`src/rtl/bsram_pkg.sv`:
```
`timescale 1ns/1ps
// bsram_pkg: shared types and the beat address function of the burst SRAM
// controller. Assumes a 4-beat burst, so the beat count is 2 bits wide.
package bsram_pkg;

    // Kind of cycle decided at one clock edge by the strobe arbiter.
    typedef enum logic [2:0] {
        ACT_IDLE      = 3'd0,  // not selected, no strobe: nothing happens
        ACT_DESEL     = 3'd1,  // strobe with a chip enable inactive
        ACT_LOAD_PROC = 3'd2,  // processor strobe accepted, read start
        ACT_LOAD_CTRL = 3'd3,  // controller strobe accepted, may write
        ACT_CONT      = 3'd4   // selected, no strobe: continue or suspend
    } cyc_act_e;

    // Low two address bits of the current beat, in XOR or linear order.
    function automatic logic [1:0] beat_lsb(input logic [1:0] start,
                                            input logic [1:0] cnt,
                                            input logic       xor_mode);
        return xor_mode ? (start ^ cnt) : (start + cnt);
    endfunction

endpackage

```
`src/rtl/bsram_strobe_arb.sv`:
```
`timescale 1ns/1ps
// bsram_strobe_arb: decides per clock edge which cycle kind applies.
// The processor strobe counts only with the master enable active and then
// has priority; otherwise the controller strobe is considered. With no
// strobe, a selected device continues its burst. Purely combinational.
module bsram_strobe_arb
    import bsram_pkg::*;
(
    input  logic     strb_proc_n,
    input  logic     strb_ctrl_n,
    input  logic     cs_main_n,
    input  logic     cs_lo_n,
    input  logic     cs_hi,
    input  logic     sel_q,
    output cyc_act_e act
);

    logic en_all;
    logic proc_seen;

    // All three chip enables active, and processor strobe not blocked.
    always_comb begin
        en_all    = !cs_main_n && !cs_lo_n && cs_hi;
        proc_seen = !strb_proc_n && !cs_main_n;
    end

    // Priority decode of the cycle kind.
    always_comb begin
        if (proc_seen) begin
            act = en_all ? ACT_LOAD_PROC : ACT_DESEL;
        end else if (!strb_ctrl_n) begin
            act = en_all ? ACT_LOAD_CTRL : ACT_DESEL;
        end else if (sel_q) begin
            act = ACT_CONT;
        end else begin
            act = ACT_IDLE;
        end
    end

endmodule

```
`src/rtl/bsram_burst_addr.sv`:
```
`timescale 1ns/1ps
// bsram_burst_addr: holds the loaded address, the beat count, the order
// and the selected flag. Only the two low bits follow the beat count; the
// upper bits stay as loaded. The order input is captured at the load edge.
// Assumes AW >= 3.
module bsram_burst_addr
    import bsram_pkg::*;
#(
    parameter int AW = 6
) (
    input  logic          clk,
    input  logic          rst_n,
    input  cyc_act_e      act,
    input  logic [AW-1:0] addr_i,
    input  logic          adv_n,
    input  logic          order_xor,
    output logic          sel_q,
    output logic [AW-1:0] cur_addr
);

    logic [AW-1:0] base_q;
    logic [1:0]    cnt_q;
    logic          xor_q;

    // Load, advance, suspend or deselect at each edge.
    always_ff @(posedge clk) begin
        if (!rst_n) begin
            base_q <= '0;
            cnt_q  <= '0;
            xor_q  <= 1'b0;
            sel_q  <= 1'b0;
        end else begin
            unique case (act)
                ACT_LOAD_PROC, ACT_LOAD_CTRL: begin
                    base_q <= addr_i;
                    cnt_q  <= 2'd0;
                    xor_q  <= order_xor;
                    sel_q  <= 1'b1;
                end
                ACT_DESEL: begin
                    sel_q <= 1'b0;
                end
                ACT_CONT: begin
                    if (!adv_n) begin
                        cnt_q <= cnt_q + 2'd1;
                    end
                end
                default: begin
                end
            endcase
        end
    end

    // Current beat address from the loaded base and the beat count.
    always_comb begin
        cur_addr = {base_q[AW-1:2], beat_lsb(base_q[1:0], cnt_q, xor_q)};
    end

endmodule

```
`src/rtl/bsram_wr_dec.sv`:
```
`timescale 1ns/1ps
// bsram_wr_dec: turns the global write, byte-write enable and per-lane
// byte writes into one write request per byte lane. Combinational; the
// caller decides on which edges the requests count.
module bsram_wr_dec #(
    parameter int NB = 4
) (
    input  logic          wr_all_n,
    input  logic          wr_byte_en_n,
    input  logic [NB-1:0] lane_wr_n,
    output logic [NB-1:0] lane_req
);

    // One request per lane: global write, or enabled byte write of that lane.
    for (genvar i = 0; i < NB; i++) begin : g_lane
        assign lane_req[i] = !wr_all_n || (!wr_byte_en_n && !lane_wr_n[i]);
    end

endmodule

```
`src/rtl/bsram_array.sv`:
```
`timescale 1ns/1ps
// bsram_array: behavioural storage of 2**AW words with NB lanes of LW bits.
// Each lane has its own write strobe; the read port is asynchronous so the
// controller stays flow-through. The contents are not reset.
module bsram_array #(
    parameter int AW = 6,
    parameter int NB = 4,
    parameter int LW = 8
) (
    input  logic             clk,
    input  logic [NB-1:0]    we,
    input  logic [AW-1:0]    waddr,
    input  logic [NB*LW-1:0] wdata,
    input  logic [AW-1:0]    raddr,
    output logic [NB*LW-1:0] rdata
);

    localparam int DEPTH = 1 << AW;

    for (genvar i = 0; i < NB; i++) begin : g_lane
        logic [LW-1:0] mem [DEPTH];

        // Store this lane's byte when its strobe is set.
        always_ff @(posedge clk) begin
            if (we[i]) begin
                mem[waddr] <= wdata[i*LW +: LW];
            end
        end

        // Flow-through read of this lane.
        assign rdata[i*LW +: LW] = mem[raddr];
    end

endmodule

```
`src/rtl/bsram_ctl.sv`:
```
`timescale 1ns/1ps
// bsram_ctl: top of the burst SRAM cycle controller. Combines the strobe
// arbiter, the burst address register, the write decoder and the array.
// Writes happen on controller-strobe edges (at the presented address) and
// on continue edges (at the current beat). The drive enable is low for the
// cycle after any write. Assumes AW >= 3.
module bsram_ctl
    import bsram_pkg::*;
#(
    parameter int AW = 6,
    parameter int NB = 4,
    parameter int LW = 8,
    localparam int DW = NB * LW
) (
    input  logic          clk,
    input  logic          rst_n,
    input  logic [AW-1:0] addr_i,
    input  logic          cs_main_n,
    input  logic          cs_lo_n,
    input  logic          cs_hi,
    input  logic          strb_proc_n,
    input  logic          strb_ctrl_n,
    input  logic          adv_n,
    input  logic          order_xor,
    input  logic          wr_all_n,
    input  logic          wr_byte_en_n,
    input  logic [NB-1:0] lane_wr_n,
    input  logic          oe_n,
    input  logic [DW-1:0] wdata_i,
    output logic [DW-1:0] rdata_o,
    output logic          drive_o
);

    cyc_act_e      act;
    logic          sel_q;
    logic [AW-1:0] cur_addr;
    logic [NB-1:0] lane_req;
    logic [NB-1:0] mem_we;
    logic [AW-1:0] wr_addr;
    logic          wr_q;

    bsram_strobe_arb arb_i (
        .strb_proc_n (strb_proc_n),
        .strb_ctrl_n (strb_ctrl_n),
        .cs_main_n   (cs_main_n),
        .cs_lo_n     (cs_lo_n),
        .cs_hi       (cs_hi),
        .sel_q       (sel_q),
        .act         (act)
    );

    bsram_burst_addr #(.AW(AW)) burst_i (
        .clk       (clk),
        .rst_n     (rst_n),
        .act       (act),
        .addr_i    (addr_i),
        .adv_n     (adv_n),
        .order_xor (order_xor),
        .sel_q     (sel_q),
        .cur_addr  (cur_addr)
    );

    bsram_wr_dec #(.NB(NB)) wdec_i (
        .wr_all_n     (wr_all_n),
        .wr_byte_en_n (wr_byte_en_n),
        .lane_wr_n    (lane_wr_n),
        .lane_req     (lane_req)
    );

    // Lane strobes count only on controller loads and continue edges.
    always_comb begin
        if (act == ACT_LOAD_CTRL || act == ACT_CONT) begin
            mem_we = lane_req;
        end else begin
            mem_we = '0;
        end
        wr_addr = (act == ACT_LOAD_CTRL) ? addr_i : cur_addr;
    end

    // Remember whether the last edge wrote, to keep the bus undriven.
    always_ff @(posedge clk) begin
        if (!rst_n) begin
            wr_q <= 1'b0;
        end else begin
            wr_q <= |mem_we;
        end
    end

    bsram_array #(.AW(AW), .NB(NB), .LW(LW)) array_i (
        .clk   (clk),
        .we    (mem_we),
        .waddr (wr_addr),
        .wdata (wdata_i),
        .raddr (cur_addr),
        .rdata (rdata_o)
    );

    // Bus drive: selected read cycle with output enable active.
    always_comb begin
        drive_o = sel_q && !wr_q && !oe_n;
    end

endmodule

```
`config.mk`:
```
export PLATFORM = sky130hd
export DESIGN_NAME = bsram_ctl
export DESIGN_NICKNAME = d
export VERILOG_FILES = /design/src/rtl/bsram_pkg.sv /design/src/rtl/bsram_strobe_arb.sv /design/src/rtl/bsram_burst_addr.sv /design/src/rtl/bsram_wr_dec.sv /design/src/rtl/bsram_array.sv /design/src/rtl/bsram_ctl.sv
export SDC_FILE = /design/constraint.sdc
export NUM_CORES = 2
export LEC_CHECK = 0
export ABC_CLOCK_PERIOD_IN_PS = 7200
export BUFFER_PORTS_ARGS = -buffer_cell sky130_fd_sc_hd__buf_2
export CORE_MARGIN = 3
export CORE_UTILIZATION = 30
export DETAILED_ROUTE_END_ITERATION = 8
export GPL_TIMING_DRIVEN = 0
export PLACE_DENSITY = 0.44
export SYNTH_ARGS = -nofsm -noshare
export SYNTH_HDL_FRONTEND = slang
export SYNTH_SLANG_ARGS = --single-unit
export TNS_END_PERCENT = 1
```
`constraint.sdc`:
```
create_clock -name clk -period 7.2 [get_ports clk]
set_clock_uncertainty 0.05 [all_clocks]
set_input_delay 0.72 -clock clk [delete_from_list [all_inputs] [get_ports clk]]
set_output_delay 0.72 -clock clk [all_outputs]
set_load 0.05 [all_outputs]
```
==> results.sh <==
export IMPL_multi_input_area_mm2=0.0211
export IMPL_synth_compound_area_share_pct=6.74
export IMPL_netlist_top_cell_by_area="edfxtp_1"
export IMPL_synth_top_area_share_pct=73.0
export IMPL_die_height_um=536
export IMPL_place_inst=8822
export IMPL_clk_insertion_delay_late_ns=0.92
export IMPL_drtIter0Drc=8452
export IMPL_arrival_ns=6.80
export IMPL_synthSimpleGateAreaFrac_pct=4.90
export IMPL_cts_made_buffers=229
export IMPL_wl_per_cell_um=39.5
export IMPL_clock_sinks=2059
export IMPL_synth_async_reset_ratio_pct=0
export IMPL_fin_crit_sh_pct=105
export IMPL_ff2ff_path_depth=10
export IMPL_crit_chain="ha_1 > buf_4 > buf_4 > buf_2 > nand2b_1 > clkbuf_1 > o221ai_1 > o21ai_0 > a22oi_1 > buf_2"
export IMPL_holdPathStages=1
export IMPL_regArea_mm2=0.0617
export IMPL_post_cts_buffers=0
export IMPL_placed_area_mm2=0.0904
export IMPL_slowest_delay_ns=1.16
export IMPL_rsz0062_at_grt="no"
export IMPL_hold_viol=0
export IMPL_drc=0
export IMPL_synthTopCellsByCount="edfxtp_1 (2,048), nand2_1 (640), mux4_2 (338)"
export IMPL_io_buffers=84
export IMPL_fillerInstances=26300
export IMPL_grt_pass1_vias=50500
export IMPL_core_area_mm2=0.278
export IMPL_maxCapViolCount=7
export IMPL_worst_setup_path_type="flip-flop to output port"
export IMPL_finalNonFillerCells=9260
export IMPL_power_mw=26.1
export IMPL_cts_tree="yes"
export IMPL_dieArea_mm2=0.287
export IMPL_syn_avg_cell_area_um2=16.9
export IMPL_vdd_drop_max_mv=0.221
export IMPL_hold_path_class="input port to flip-flop"
export IMPL_end_kind="output port"
export IMPL_wirelength_um=366000
export IMPL_leakage_nw=29.8
export IMPL_synth_adder_area_share_pct=0.0148
export IMPL_via_per_inst=5.68
export IMPL_grt_max_degree=65
export IMPL_worst_pin_slew_ns=1.68
export IMPL_muxShareOfSynthArea_pct=13.0
export IMPL_p_per_area_mw_per_mm2=267
export IMPL_setup_violations=9
export IMPL_dp_hpwl_um=256000
export IMPL_synth_xor_area_share_pct=0.105
export IMPL_ys_ff_latch=2059
export IMPL_dpl_worst_slack_ns=-0.126
export IMPL_synth_top_family_by_area="multiplexers"
export IMPL_crit_required_ns=6.43
export IMPL_violations="max-capacitance violations, max-slew violations, negative setup slack"
export IMPL_cp_max_fo=11
export IMPL_ys_flop_type="edfxtp_1"
export IMPL_antenna_found_initial=44
export IMPL_cts_root_buf="clkbuf_16"
export IMPL_num_rows=193
export IMPL_grt_pass1_wl_um=476000
export IMPL_synth_edff_count=2048
export IMPL_worst_slack_ns=-0.367
export IMPL_vias=52600
export IMPL_design_area_mm2=0.0978
export IMPL_layout_drive_gt1_share_pct=19.1
export IMPL_synthesis_nets=5040
export IMPL_grt_ovfl_total=0
export IMPL_cts_clk_slew_worst_paths_ns=0.06
export IMPL_synth_area_leaders="edfxtp_1 (73%), mux4_2 (9.0%), mux2i_1 (3.4%)"
export IMPL_yosysSeqAreaShare_pct=73.2
export IMPL_syn_area_mm2=0.0843
export IMPL_fin_crit_ns=7.57
export IMPL_maxSlewViolCount=30
export IMPL_start_kind="flip-flop"
export IMPL_gp_congestion=1.02
export IMPL_fp_dieW_um=536
export IMPL_yosysWarnings=0
export IMPL_whs_ns=0.0740
export IMPL_first_pass_iters=9
export IMPL_track_usage_pct=24.9
export IMPL_clock_path_buffers=4
export IMPL_slew_limit_headroom_pct=-13.5
export IMPL_max_freq_mhz=132
export IMPL_syn_inst=4985
export IMPL_start_util_pct=30.3
export IMPL_slowest_stage="o21ai_0"
export IMPL_h_tree_depth=4
export IMPL_area_growth_pct=16.0
export IMPL_layout_nets=5407
export IMPL_ys_types=45
export IMPL_ant_nets=0
export IMPL_yosys_cell_count_top_type="edfxtp_1"
export IMPL_status="finished with violations"
export IMPL_io_pins=87
[cells by family after synthesis]
family                     count (synthesis)
DFF                                     2059
and+or+nand+nor                         1036
AOI/OAI and AO/OA                        838
muxes                                    669
buffers and inverters                    377
xor gates and xnor gates                   5
adders and majority gates                  1
[sequential cells by signal, summed over array words and instances (netlist names)]
| name | count |
|---|---|
| burst_i.cnt_q | 2 |
| burst_i.xor_q | 1 |
| wr_q | 1 |
| array_i.g_lane.mem | 2048 |
| burst_i.sel_q | 1 |
| burst_i.base_q | 6 |
[worst paths after layout]
path,from,to,slack [ns]
min,wdata_i[7],array_i.g_lane[0].mem[46][7],0.07
max reg2reg,burst_i.cnt_q[0],array_i.g_lane[2].mem[18][7],0.92
min reg2reg,burst_i.base_q[0],burst_i.base_q[0],0.48
max,burst_i.cnt_q[0],rdata_o[0],-0.37
[what timing repair did]
action                                  CTS  global route
gates resized for setup                  24            13
pin swaps                                 0             0
endpoints found under the setup margin   32            11
hold buffers                              2             0
endpoints found under the hold margin     2             0
[worst max-delay path: cells and delay by family (launching register included)]
family,cells,cell delay (ns)
buf+inv,5,2.62
compound gates,3,1.98
simple gates,1,0.43
flops,1,0.41
fa+ha+maj,1,0.33
[power by group]
| part | total [mW] | switching, mW | leakage, nW | internal [mW] |
|---|---|---|---|---|
| clock | 11.5 | 4.95 | 3.47 | 6.53 |
| combinational | 1.45 | 1.11 | 7.80 | 0.338 |
| sequential | 13.2 | 0.00233 | 18.5 | 13.2 |
[layout make-up]
cell class / count / share of cell area [%]
sequential: 2059 / 63.1
inverter: 6 / 0.0230
multi-input combinational: 2549 / 21.5
buffer: 370 / 1.76
clock buffer: 273 / 6.05
clock inverter: 131 / 1.23
tap: 3705 / 4.74
timing repair buffer: 137 / 1.44
antenna: 30 / 0.0768
[through the flow]
| stage | utilization (%) | TNS, ns |
|---|---|---|
| floorplan | - | 0 |
| global placement | 32.1 | -1.77 |
| detailed placement | 32.5 | -0.137 |
| CTS | 35.1 | -0.587 |
| global route | 35.2 | 0 |
| finish | 35.2 | -1.16 |
[per-layer routing]
metal / up-vias / global-route usage [%] / wire, um / share of wire (%)
met1: 27900 / 32.6 / 142000 / 39
li1: 20800 / - / - / -
met3: 702 / 5.65 / 35600 / 9.7
met4: 4 / 13.9 / 23900 / 6.5
met5: - / 0 / 27 / 0.0074
met2: 3255 / 38.0 / 164000 / 45
[layout by cell type (no fill, tap or decap), types with 65 or more instances in the layout]
cell type / netlist / routed
edfxtp_1: 2048 / 2048
nand2_1: 640 / 639
mux4_2: 338 / 338
mux2i_1: 283 / 283
nor2_1: 266 / 258
clkbuf_16: 0 / 230
clkbuf_1: 198 / 210
buf_2: 115 / 177
a31oi_1: 177 / 177
a21oi_1: 130 / 130
o21ai_0: 105 / 91
o31ai_1: 79 / 78
buf_4: 19 / 65
No activity file was read; power rests on OpenSTA's default activity.
